==> src/rtl/usb_node_ctl_pkg.sv <==
package usb_node_ctl_pkg;

    localparam int unsigned SRST_BIT  = 0;
    localparam int unsigned VGE_BIT   = 2;
    localparam int unsigned NAT_BIT   = 3;
    localparam int unsigned MODE_LSB  = 6;
    localparam int unsigned MODE_MSB  = 7;

    typedef enum logic [1:0] {
        IRQ_LOW_PUSHPULL  = 2'b00,
        IRQ_HIGH_PUSHPULL = 2'b01,
        IRQ_LOW_OPENDRAIN = 2'b10,
        IRQ_RESERVED      = 2'b11
    } irq_mode_e;

    typedef struct packed {
        logic      vge;
        logic      nat;
        logic [1:0] mode;
    } ctl_fields_t;

    localparam ctl_fields_t CTL_RESET = '{vge: 1'b0, nat: 1'b0, mode: 2'b00};

    function automatic logic [1:0] effective_mode(input logic [1:0] raw);
        logic [1:0] res;
        case (irq_mode_e'(raw))
            IRQ_HIGH_PUSHPULL: res = IRQ_HIGH_PUSHPULL;
            IRQ_LOW_OPENDRAIN: res = IRQ_LOW_OPENDRAIN;
            default:           res = IRQ_LOW_PUSHPULL;
        endcase
        return res;
    endfunction

    function automatic logic [7:0] pack_readback(input ctl_fields_t f, input logic busy);
        logic [7:0] v;
        v = 8'h00;
        v[SRST_BIT] = busy;
        v[VGE_BIT]  = f.vge;
        v[NAT_BIT]  = f.nat;
        v[MODE_MSB:MODE_LSB] = f.mode;
        return v;
    endfunction

endpackage

==> src/rtl/unc_srst_seq.sv <==
module unc_srst_seq #(
    parameter int unsigned SRST_CYCLES = 4
) (
    input  logic clk,
    input  logic hw_rst_n,
    input  logic start,
    output logic active
);

    localparam int unsigned CNT_W = (SRST_CYCLES > 1) ? $clog2(SRST_CYCLES) : 1;
    localparam logic [CNT_W-1:0] LOAD = CNT_W'(SRST_CYCLES - 1);

    typedef struct packed {
        logic             busy;
        logic [CNT_W-1:0] left;
    } seq_t;

    seq_t seq_d, seq_q;

    always_comb begin
        seq_d = seq_q;
        if (seq_q.busy) begin
            if (seq_q.left == '0) begin
                seq_d.busy = 1'b0;
            end else begin
                seq_d.left = seq_q.left - 1'b1;
            end
        end else if (start) begin
            seq_d.busy = 1'b1;
            seq_d.left = LOAD;
        end
    end

    always_ff @(posedge clk or negedge hw_rst_n) begin
        if (!hw_rst_n) begin
            seq_q <= '0;
        end else begin
            seq_q <= seq_d;
        end
    end

    assign active = seq_q.busy;


    srst_start_chk: assert property (@(posedge clk) disable iff (!hw_rst_n)
        (start && !seq_q.busy) |=> seq_q.busy);


    srst_end_chk: assert property (@(posedge clk) disable iff (!hw_rst_n)
        (seq_q.busy && seq_q.left == '0) |=> !seq_q.busy);

endmodule

==> src/rtl/unc_attach_guard.sv <==
module unc_attach_guard #(
    parameter int unsigned DELAY_CYCLES = 50000,
    parameter bit          FLAG_EN      = 1'b1
) (
    input  logic clk,
    input  logic hw_rst_n,
    input  logic vge_now,
    input  logic vge_next,
    input  logic nat_rise,
    input  logic clear,
    output logic early
);

    localparam int unsigned CNT_W = (DELAY_CYCLES > 1) ? $clog2(DELAY_CYCLES) : 1;
    localparam logic [CNT_W-1:0] LIMIT = CNT_W'((DELAY_CYCLES > 0) ? DELAY_CYCLES - 1 : 0);

    generate
        if (FLAG_EN) begin : g_guard
            typedef struct packed {
                logic [CNT_W-1:0] age;
                logic             flag;
            } grd_t;

            grd_t grd_d, grd_q;
            logic too_soon;

            always_comb begin
                grd_d = grd_q;
                if (!vge_now) begin
                    grd_d.age = '0;
                end else if (grd_q.age != LIMIT) begin
                    grd_d.age = grd_q.age + 1'b1;
                end
                too_soon = !vge_now || (grd_q.age < LIMIT);
                if (clear) begin
                    grd_d.flag = 1'b0;
                end else if (nat_rise && vge_next && too_soon) begin
                    grd_d.flag = 1'b1;
                end
            end

            always_ff @(posedge clk or negedge hw_rst_n) begin
                if (!hw_rst_n) begin
                    grd_q <= '0;
                end else begin
                    grd_q <= grd_d;
                end
            end

            assign early = grd_q.flag;


            flag_needs_vge_chk: assert property (@(posedge clk) disable iff (!hw_rst_n)
                (!grd_q.flag && !vge_next) |=> !grd_q.flag);
        end else begin : g_noguard
            logic unused_guard_in;
            assign unused_guard_in = ^{vge_now, vge_next, nat_rise, clear};
            assign early = 1'b0;
        end
    endgenerate

endmodule

==> src/rtl/usb_node_ctl_reg.sv <==
module usb_node_ctl_reg
    import usb_node_ctl_pkg::*;
#(
    parameter int unsigned        ADDR_W              = 4,
    parameter logic [ADDR_W-1:0]  REG_ADDR            = '0,
    parameter int unsigned        SRST_CYCLES         = 4,
    parameter int unsigned        ATTACH_DELAY_CYCLES = 50000,
    parameter bit                 EARLY_FLAG_EN       = 1'b1
) (
    input  logic              clk,
    input  logic              hw_rst_n,
    input  logic [ADDR_W-1:0] bus_addr,
    input  logic              bus_wr,
    input  logic              bus_rd,
    input  logic [7:0]        bus_wdata,
    output logic [7:0]        bus_rdata,
    output logic              sw_rst_pulse,
    output logic              reg_en,
    output logic              force_se0,
    output logic [1:0]        irq_mode,
    output logic              early_attach
);

    ctl_fields_t fld_d, fld_q;
    logic        addr_hit;
    logic        wr_ok;
    logic        srst_start;
    logic        nat_rise;
    logic        rst_busy;
    logic        unused_rsvd_wdata;

    assign unused_rsvd_wdata = ^{bus_wdata[5:4], bus_wdata[1]};

    always_comb begin
        addr_hit   = (bus_addr == REG_ADDR);
        wr_ok      = bus_wr && addr_hit && !rst_busy;
        srst_start = wr_ok && bus_wdata[SRST_BIT];
        nat_rise   = 1'b0;
        fld_d      = fld_q;
        if (srst_start) begin
            fld_d.nat  = CTL_RESET.nat;
            fld_d.mode = CTL_RESET.mode;
        end else if (wr_ok) begin
            fld_d.vge  = bus_wdata[VGE_BIT];
            fld_d.nat  = bus_wdata[NAT_BIT];
            fld_d.mode = bus_wdata[MODE_MSB:MODE_LSB];
            nat_rise   = bus_wdata[NAT_BIT] && !fld_q.nat;
        end
    end

    always_ff @(posedge clk or negedge hw_rst_n) begin
        if (!hw_rst_n) begin
            fld_q <= CTL_RESET;
        end else begin
            fld_q <= fld_d;
        end
    end

    unc_srst_seq #(
        .SRST_CYCLES(SRST_CYCLES)
    ) u_srst (
        .clk      (clk),
        .hw_rst_n (hw_rst_n),
        .start    (srst_start),
        .active   (rst_busy)
    );

    unc_attach_guard #(
        .DELAY_CYCLES(ATTACH_DELAY_CYCLES),
        .FLAG_EN     (EARLY_FLAG_EN)
    ) u_guard (
        .clk      (clk),
        .hw_rst_n (hw_rst_n),
        .vge_now  (fld_q.vge),
        .vge_next (fld_d.vge),
        .nat_rise (nat_rise),
        .clear    (srst_start),
        .early    (early_attach)
    );

    always_comb begin
        bus_rdata = 8'h00;
        if (bus_rd && addr_hit) begin
            bus_rdata = pack_readback(fld_q, rst_busy);
        end
    end

    assign sw_rst_pulse = rst_busy;
    assign reg_en       = fld_q.vge;
    assign force_se0    = !fld_q.nat;
    assign irq_mode     = effective_mode(fld_q.mode);


    vge_keep_chk: assert property (@(posedge clk) disable iff (!hw_rst_n)
        sw_rst_pulse |=> (reg_en == $past(reg_en)));


    reset_clears_chk: assert property (@(posedge clk) disable iff (!hw_rst_n)
        sw_rst_pulse |-> (force_se0 && irq_mode == 2'b00 && !early_attach));


    busy_write_chk: assert property (@(posedge clk) disable iff (!hw_rst_n)
        (sw_rst_pulse && bus_wr) |=> (force_se0 && irq_mode == 2'b00));


    stray_write_chk: assert property (@(posedge clk) disable iff (!hw_rst_n)
        (bus_wr && bus_addr != REG_ADDR && !sw_rst_pulse) |=>
        ($stable(reg_en) && $stable(force_se0) && $stable(irq_mode) && !$rose(sw_rst_pulse)));


    early_flag_chk: assert property (@(posedge clk) disable iff (!hw_rst_n)
        $rose(early_attach) |-> (reg_en && !force_se0));

endmodule

==> config.mk <==
export PLATFORM = sky130hd
export DESIGN_NAME = usb_node_ctl_reg
export DESIGN_NICKNAME = d
export VERILOG_FILES = /design/src/rtl/usb_node_ctl_pkg.sv /design/src/rtl/unc_srst_seq.sv /design/src/rtl/unc_attach_guard.sv /design/src/rtl/usb_node_ctl_reg.sv
export SDC_FILE = /design/constraint.sdc
export NUM_CORES = 1
export LEC_CHECK = 0
export BUFFER_PORTS_ARGS = -buffer_cell sky130_fd_sc_hd__buf_2
export CAP_MARGIN = 20
export CELL_PAD_IN_SITES_DETAIL_PLACEMENT = 1
export CELL_PAD_IN_SITES_GLOBAL_PLACEMENT = 2
export CORE_MARGIN = 1.5
export CORE_UTILIZATION = 32
export DETAILED_ROUTE_END_ITERATION = 16
export PLACE_DENSITY = 0.83
export RECOVER_POWER = 100
export SKIP_CTS_REPAIR_TIMING = 1
export SLEW_MARGIN = 30
export SYNTH_ARGS = -nofsm -noshare
export SYNTH_HDL_FRONTEND = slang
export SYNTH_SLANG_ARGS = --single-unit
==> constraint.sdc <==
create_clock -name clk -period 2.3 [get_ports clk]
set_clock_uncertainty 0.1 [all_clocks]
set_input_delay 0.69 -clock clk [delete_from_list [all_inputs] [get_ports clk]]
set_output_delay 0.69 -clock clk [all_outputs]
set_load 0.05 [all_outputs]
==> results.md, run 1 <==
* Post-Synthesis Cells at between 100 and 150
* Final instance area at between 1500 and 2000 sq um
* Largest net degree at the start of global routing at 25
* CTS tree: done
* Most common cell after layout, fill and taps aside: dfrtp_1
* Clock buffer depth at 2
* Initial drt markers at 36
* Core box area at roughly 3800 sq um
* Max Slew Vio Count at 0
* Antenna-violating nets left at 0
* Max stage delay cell, worst path: nor4_4
* Critical path, cell by cell: buf_6, nor4_4, buf_4, and3_4, buf_8
* Vias at around 1100
* IO buf count at 23
* Final Worst Setup Slack at -56.8 ps
* Hold crit path type: register to register
* Remaining global-route overflow at 0
* EDFF count, synth at 0
* Status: complete, but fails checks
* GRT Util Overall at ~15%
* DRC at 0
* Footprint of the multi-input gates at between 600 and 700 sq um
* Post-synthesis sequential area ratio at 46.7%
* Startpoint types: input pin
* Met2 wire length at roughly 1600 um
* Hold path startpoint: fld_q[2]
* Slew HR at a little under an eighth
* Share of layout cells above drive strength 1 at 25.3%
* WHS Path Cells at 2
* Number of global-route vias before repair at about 1100
* Clk Latency, worst-skew pair at approximately 260 ps
* Die height at 66.4 um
* Final Cycle Share at 102%
* Critical path arrival at between 1500 and 2000 ps
* FF/Latch Area at between 600 and 700 sq um
* FF-to-FF Start: u_guard.g_guard.grd_q[13]
* Nets at roughly 180
* Critical Path RT at around 1500 ps
* PwrDens at between 600 and 700 nW/um^2
* CP Capture Type: output pin
* RSZ-0062 raised after global routing: yes
* Die width at between 60 and 70 um
* First-pass GRT wire length at ~5000 um
* Final wirelength at approximately 3200 um
* R2R cell count at 4
* Placed Area at ~1500 sq um
* Ant diodes at 0
* Avg Cell Area, Syn at approximately 9.5 sq um
* Area delta synth->final at 25.0%
* CTS H-Tree Depth at 1
* Fmax at approximately 420 MHz
* Leak at a little under 0.7 nW
* CP max stage delay at roughly 250 ps
* Commonest cells after routing, fill and taps aside: dfrtp_1, buf_2, nand2_1, o21ai_0, nor2_1
* Router iterations before antenna repair at 2
* Die area at between 4000 and 5000 sq um
* Netlist cell types at 35
* Dominant synthesized flop cell: dfrtp_1
* Final hold violations at 0
* # IOs at 30
* Worst hold endpoint: fld_q[2]
* Synthesized area at around 1300 sq um
* CP Max Fanout at 6
* Synthesis-stage register bit count at 24
* Worst slew pin tran at 1330 ps
* Initial antenna violation count at 0
* Kind of critical path: input pin to output pin
* Final setup fails at 5
* Failing checks: negative setup slack
* Vias per cell at 5.33
* Wire per inst at roughly 15 um
* FF-to-FF End: u_guard.g_guard.grd_q[2]
* DP HPWL at 2240 um
* # rows at 22
* Worst VDD drop at roughly 0.21 mV
* Wire length on met1 at approximately 1400 um
* Ys Warns at 0
* Root buf cell: clkbuf_8
* Hold WS at between 400 and 500 ps
* CTS sink cnt at 24
* TritonCTS Buffers at 3
* DR WL met3 at approximately 130 um
* Highest metal used: met4
* Async SR Flop Fraction at 100%
* Max_cap viols at 0
* Tmin final at ~2400 ps
* Initial Utilization at roughly 34%
* Filler cells at between 400 and 500
* Final Wtd Congestion at roughly 0.77
* Clock transition at path regs at ~80 ps
* R2R Setup Slk at between 300 and 400 ps
==> stage by stage <==
step           util (%)  power, W  std cells  setup slack (ps)  setup TNS, ps
6_report           42.6  0.000981        210             -56.8           -249
3_3_place_gp       39.0  0.000724        206              -116           -572
3_5_place_dp       39.0  0.000741        206              -142           -696
5_1_grt            42.6   0.00104        210             -92.2           -417
4_1_cts            40.1  0.000994        209              -152           -744
2_1_floorplan         -  0.000670        137              11.3              0
==> sequential cells by signal (all words and copies together) (netlist names) <==
| name | count |
|---|---|
| fld_q | 3 |
| reg_en | 1 |
| u_guard.early | 1 |
| u_guard.g_guard.grd_q | 16 |
| u_srst.active | 1 |
| u_srst.seq_q | 2 |
==> routing by layer <==
layer  up-vias  global-route usage (%)
met3         4                    2.39
met1       554                    18.0
met2        26                    26.1
met4         0                    6.38
met5         -                       0
li1        535                       -
==> power breakdown <==
part | leakage (nW) | total (W) | switching (W) | internal, W
sequential | 0.325 | 0.000497 | 0.0000336 | 0.000463
combinational | 0.346 | 0.000242 | 0.000165 | 0.0000761
clock | 0.0216 | 0.000243 | 0.000126 | 0.000117
==> worst max-delay path, delay by kind of cell <==
kind	cells	cell delay, ps
AND/OR/NAND/NOR	2	450
buffers and inverters	3	430
==> area by class of cell <==
| class | instances | share of cell area [%] |
|---|---|---|
| timing repair buffer | 28 | 13.3 |
| sequential | 24 | 37.4 |
| clock buffer | 3 | 2.57 |
| multi-input combinational | 102 | 41.9 |
| tap | 48 | 3.74 |
| inverter | 5 | 1.17 |
==> worst max path at each step <==
stage,endpoint,cells past startpoint,start
after global placement,bus_rdata[3],5,bus_addr[1]
after CTS,bus_rdata[3],5,bus_addr[1]
after floorplan,bus_rdata[0],2,bus_addr[1]
after detailed placement,bus_rdata[3],5,bus_addr[1]
after global routing,bus_rdata[0],5,bus_addr[2]
final,bus_rdata[0],5,bus_addr[2]
==> Yosys cell counts (2+ instances only) <==
cell | count | area [sq um]
xor2_1 | 7 | 61.3
buf_4 | 3 | 22.5
nor2b_1 | 2 | 12.5
ha_1 | 2 | 25.0
o21ai_0 | 10 | 50.1
and3_1 | 6 | 37.5
nand4_1 | 6 | 37.5
nand2_1 | 10 | 37.5
and4_1 | 2 | 17.5
nor2_1 | 9 | 33.8
o211ai_1 | 3 | 22.5
or3_2 | 2 | 15.0
nand3_1 | 7 | 35.0
and2_1 | 2 | 12.5
a21oi_1 | 8 | 40.0
or3_1 | 6 | 37.5
dfrtp_1 | 24 | 601
inv_1 | 5 | 18.8
nand2b_1 | 4 | 25.0
clkbuf_1 | 2 | 7.51
==> cell families after synthesis <==
kind of cell / Yosys count / share of synthesized area [%]
simple gates: 63 / 29.1
compound gates: 24 / 10.7
flops: 24 / 46.7
buf+inv: 11 / 4.18
xor+xnor: 8 / 5.45
fa+ha+maj: 2 / 1.95
mux: 2 / 1.65
other cells: 1 / 0.292
(Power assumes the default switching activity.)
==> inputs of run 2 (changes only) <==
- BUFFER_PORTS_ARGS: -buffer_cell sky130_fd_sc_hd__buf_2 -> -buffer_cell sky130_fd_sc_hd__clkbuf_2
==> run 2 against run 1 <==
The run still ends with negative setup slack left; total power increased by 3.9%; worst hold slack got worse by 10 ps; worst setup slack improved by 16 ps; sequential share of layout area decreased by 0.17 points; combinational power decreased by 2%; non-clock buffer count unchanged; sequential cell count unchanged; critical endpoint is now bus_rdata[7]; die area unchanged.
==> results.md, run 2 (synthesis results as in run 1) <==
* Status: complete, but fails checks (unchanged)
* Failing checks: negative setup slack (unchanged)
* Filler cells at 428 (was 456)
* RSZ-0062 raised after global routing: yes (unchanged)
* Fmax at 427 MHz (was 424 MHz)
* Nets at 182 (unchanged)
* Commonest cells after routing, fill and taps aside: dfrtp_1, clkbuf_2, nand2_1, o21ai_0, nor2_1 (was dfrtp_1, buf_2, nand2_1, o21ai_0, nor2_1)
* IO buf count at 23 (unchanged)
* Design Power at 0.00102 W (was 0.000981 W)
* Root buf cell: clkbuf_8 (unchanged)
* Area delta synth->final at 25.6% (was 25.0%)
* Clock transition at path regs at 80 ps (about the same)
* Wire per inst at 14.0 um (was 15.1 um)
* Kind of critical path: input pin to output pin (unchanged)
* First-pass GRT wire length at 5190 um (was 5040 um)
* Largest register FFs at 16 (unchanged)
* Worst VDD drop at 0.203 mV (was 0.212 mV)
* Slew HR at 11.9% (was 11.5%)
* Initial drt markers at 50 (was 36)
* CTS H-Tree Depth at 1 (unchanged)
* Worst slew pin tran at 1320 ps (was 1330 ps)
* CP Capture Type: output pin (unchanged)
* Initial Utilization at 34.1% (unchanged)
* Core box area at 3770 sq um (unchanged)
* Final setup fails at 5 (unchanged)
* CP max stage delay at 240 ps (was 250 ps)
* Final Wtd Congestion at 0.763 (was 0.771)
* Most common cell after layout, fill and taps aside: dfrtp_1 (unchanged)
* PwrDens at 631 nW/um^2 (was 610 nW/um^2)
* Delay-heaviest family, CP: simple AND/OR/NAND/NOR gates (unchanged)
* Max Slew Vio Count at 0 (unchanged)
* Largest regs: u_guard.g_guard.grd_q (16), fld_q (3), u_srst.seq_q (2) (unchanged)
* CTS sink cnt at 24 (unchanged)
* Final Cycle Share at 102% (about the same)
* Max stage delay cell, worst path: nor4_4 (unchanged)
* Critical Path RT at 1510 ps (about the same)
* Router iterations before antenna repair at 4 (was 2)
* # IOs at 30 (unchanged)
* Leak at 0.699 nW (was 0.693 nW)
* Final Worst Setup Slack at -40.5 ps (was -56.8 ps)
* Number of global-route vias before repair at 1126 (unchanged)
* Die height at 66.4 um (unchanged)
* Tmin final at 2340 ps (was 2360 ps)
* Startpoint types: input pin (unchanged)
* Clk Latency, worst-skew pair at 260 ps (about the same)
* Die area at 4410 sq um (unchanged)
* Die width at 66.4 um (unchanged)
* DP HPWL at 2180 um (was 2240 um)
* Final hold violations at 0 (unchanged)
* Largest net degree at the start of global routing at 25 (unchanged)
* Share of layout cells above drive strength 1 at 25.8% (was 25.3%)
* Hold crit path type: register to register (unchanged)
* Initial antenna violation count at 0 (unchanged)
* Biggest register: u_guard.g_guard.grd_q (unchanged)
* TritonCTS Buffers at 3 (unchanged)
* Ant diodes at 0 (unchanged)
* # rows at 22 (unchanged)
* Vias per cell at 5.13 (was 5.33)
* Remaining global-route overflow at 0 (unchanged)
* CP Max Fanout at 6 (unchanged)
* GRT Util Overall at 14.8% (was 14.9%)
* Final wirelength at 2960 um (was 3170 um)
* Setup_tns at -148 ps (was -249 ps)
* Antenna-violating nets left at 0 (unchanged)
* Clock buffer depth at 2 (unchanged)
* Critical path arrival at 1550 ps (was 1570 ps)
* Critical path buffers and inverters at 3 (unchanged)
* Final Util at 42.8% (was 42.6%)
* Vias at 1082 (was 1119)
* Max_cap viols at 0 (unchanged)
* DRC at 0 (unchanged)
* CTS tree: done (unchanged)
* Critical path, cell by cell: buf_6, nor4_4, buf_4, and3_4, buf_8 (unchanged)
[run 2: cell types whose count changed in the layout (fill, tap and decap cells not counted)]
cell	previous run	this run
buf_2	15	0
clkbuf_2	0	16
and2_0	1	0
buf_6	2	1
clkbuf_8	3	4
and2_1	1	2
[run 2: layout make-up]
class | instances | area [sq um] | area share (%)
multi-input cells | 102 | 673 | 41.7
flip-flops and latches | 24 | 601 | 37.2
repair buffers | 28 | 208 | 12.9
well taps | 48 | 60.1 | 3.72
clock buffers | 4 | 55.1 | 3.41
inverters | 5 | 18.8 | 1.16
[run 2: report_power, final]
part	internal, W	switching (W)	leakage, nW
clock	0.000153	0.000134	0.0288
sequential	0.000463	0.0000339	0.325
combinational	0.0000741	0.000162	0.346
total	0.000690	0.000329	0.699
[run 2: path summary, 6_finish.rpt]
kind / from / to / slack (ps) / cells after the start
setup / recovery: bus_addr[2] / bus_rdata[7] / -40 / 5
hold / removal: fld_q[2] / fld_q[2] / 420 / 2
setup reg to reg: u_guard.g_guard.grd_q[13] / u_guard.g_guard.grd_q[2] / 360 / 4
hold reg to reg: fld_q[2] / fld_q[2] / 420 / 2
max in group asynchronous: hw_rst_n / u_guard.g_guard.grd_q[10] / 730 / 1
min in group asynchronous: hw_rst_n / u_srst.active / 600 / 1
[run 2: worst reg2reg max path: cells and delay by family (launching register included)]
kind          cells  cell delay (ps)
flops             1              430
mux               1              240
simple gates      3             1060
[run 2: metrics by stage]
step,hold slack [ps],std cells,setup slack [ps],area [sq um]
finish,418,211,-40.5,1620
detailed placement,397,206,-131,1470
global route,461,211,-76.9,1620
global placement,387,206,-109,1470
CTS,347,210,-137,1530
floorplan,294,137,11.3,1300
[run 2: layer usage]
metal  global-route usage (%)  vias up  part of all wire [%]
met5                        0        -                     0
met4                     2.55        0                     0
met3                     2.56        0                   4.3
met2                     25.1       24                    49
met1                     20.0      520                    47
li1                         -      538                     -
==> inputs of run 3 (changes only) <==
- RECOVER_POWER: 100 -> not set
==> run 3 against run 2 <==
The run still ends with negative setup slack left; largest power group unchanged; sequential cell count stayed put; highest routed layer unchanged; first-iteration DRC count is the same; final cell count did not move; critical path depth did not move; routed wire length barely moved; non-clock buffer count did not move.
==> results.md, run 3 (synthesis results as in run 1) <==
* Status: complete, but fails checks (unchanged)
* Failing checks: negative setup slack (unchanged)
* Clk Latency, worst-skew pair at 260 ps (about the same)
* Initial Utilization at 34.1% (unchanged)
* Root buf cell: clkbuf_8 (unchanged)
* GRT met1 Usage at 20.0% (unchanged)
* GRT Util Overall at 14.8% (unchanged)
* CTS H-Tree Depth at 1 (unchanged)
* Critical path arrival at 1550 ps (about the same)
* Most common cell after layout, fill and taps aside: dfrtp_1 (unchanged)
* RSZ-0062 raised after global routing: yes (unchanged)
* Router iterations before antenna repair at 4 (unchanged)
* Die area at 4410 sq um (unchanged)
* Inst Count DP at 206 (unchanged)
* DP HPWL at 2180 um (unchanged)
* Largest register FFs at 16 (unchanged)
* Worst VDD drop at 0.203 mV (about the same)
* Die width at 66.4 um (unchanged)
* Share of layout cells above drive strength 1 at 26.4% (was 25.8%)
* Final setup fails at 5 (unchanged)
* Clock transition at path regs at 90 ps (was 80 ps)
* Die height at 66.4 um (unchanged)
* Startpoint types: input pin (unchanged)
* Fmax at 427 MHz (unchanged)
* Commonest cells after routing, fill and taps aside: dfrtp_1, clkbuf_2, nand2_1, o21ai_0, nor2_1 (unchanged)
* Met3 GRT Util at 2.56% (unchanged)
* Max_cap viols at 0 (unchanged)
* # IOs at 30 (unchanged)
* Final hold violations at 0 (unchanged)
* Largest regs: u_guard.g_guard.grd_q (16), fld_q (3), u_srst.seq_q (2) (unchanged)
* Hold crit path type: input pin to async pin (was register to register)
* Slew HR at 58.7% (was 11.9%)
* Core box area at 3770 sq um (unchanged)
* Worst slew pin tran at 619 ps (was 1320 ps)
* Vias at 1082 (unchanged)
* Nets at 182 (unchanged)
* CP Max Fanout at 6 (unchanged)
* Final Util at 42.9% (was 42.8%)
* PwrDens at 631 nW/um^2 (about the same)
* Number of global-route vias before repair at 1126 (unchanged)
* CTS tree: done (unchanged)
* Ant diodes at 0 (unchanged)
* Max Slew Vio Count at 0 (unchanged)
* Vias per cell at 5.13 (unchanged)
* Antenna-violating nets left at 0 (unchanged)
* Clock buffer depth at 2 (unchanged)
* Final Cycle Share at 102% (unchanged)
* Final Worst Setup Slack at -40.5 ps (unchanged)
* Remaining global-route overflow at 0 (unchanged)
* Critical Path RT at 1510 ps (about the same)
* Largest net degree at the start of global routing at 25 (unchanged)
* CP max stage delay at 240 ps (about the same)
* Biggest register: u_guard.g_guard.grd_q (unchanged)
* Critical path, cell by cell: buf_6, nor4_4, buf_4, and3_4, buf_8 (unchanged)
* Delay-heaviest family, CP: simple AND/OR/NAND/NOR gates (unchanged)
* Final wirelength at 2960 um (about the same)
* Top Usage Layer GRT: met2 (unchanged)
* Critical path buffers and inverters at 3 (unchanged)
* DRC at 0 (unchanged)
* Non-filler instance count after layout at 211 (unchanged)
* CP Capture Type: output pin (unchanged)
* Max stage delay cell, worst path: nor4_4 (unchanged)
* Tmin final at 2340 ps (unchanged)
* Kind of critical path: input pin to output pin (unchanged)
* Leak at 0.702 nW (was 0.699 nW)
* CTS sink cnt at 24 (unchanged)
* Wire per inst at 14.0 um (about the same)
* # rows at 22 (unchanged)
* IO buf count at 23 (unchanged)
* TritonCTS Buffers at 3 (unchanged)
* Design Power at 0.00102 W (about the same)
* Final Wtd Congestion at 0.763 (unchanged)
* Initial drt markers at 50 (unchanged)
* Met2 Track Usage GR at 25.1% (unchanged)
* First-pass GRT wire length at 5190 um (unchanged)
* Initial antenna violation count at 0 (unchanged)
* Area delta synth->final at 25.7% (was 25.6%)
run 3: metal layers:
metal	vias to the layer above	wire length [um]
li1	538	-
met1	520	1390
met2	24	1440
met3	0	127
met4	0	0
met5	-	0
run 3: through the flow:
| stage | setup slack, ps | setup TNS (ps) | instance area [sq um] | hold WS, ps |
|---|---|---|---|---|
| 6_report | -40.5 | -148 | 1620 | 322 |
| 2_1_floorplan | 11.3 | 0 | 1300 | 294 |
| 5_1_grt | -76.9 | -340 | 1620 | 374 |
| 3_3_place_gp | -109 | -538 | 1470 | 387 |
| 4_1_cts | -137 | -677 | 1530 | 347 |
| 3_5_place_dp | -131 | -646 | 1470 | 397 |
run 3: final timing paths:
| kind | cells after the start | start | endpoint | slack [ps] |
|---|---|---|---|---|
| min in group clk | 2 | fld_q[2] | fld_q[2] | 420 |
| min | 1 | hw_rst_n | u_srst.active | 320 |
| min reg2reg | 2 | fld_q[2] | fld_q[2] | 420 |
| max in group asynchronous | 1 | hw_rst_n | u_guard.g_guard.grd_q[10] | 1380 |
| max | 5 | bus_addr[2] | bus_rdata[7] | -40 |
| max reg2reg | 4 | u_guard.g_guard.grd_q[13] | u_guard.g_guard.grd_q[2] | 360 |
run 3: layout make-up:
type / count / area, sq um
multi-input cells: 102 / 673
repair buffers: 28 / 209
inverters: 5 / 18.8
well taps: 48 / 60.1
clock buffers: 4 / 55.1
fillers: 429 / 2150
flip-flops and latches: 24 / 601
run 3: power by group:
part	leakage, nW	switching [W]	total (W)	internal (W)
Combinational	0.349	0.000162	0.000236	0.0000744
Clock	0.0288	0.000134	0.000286	0.000153
Sequential	0.325	0.0000339	0.000497	0.000463
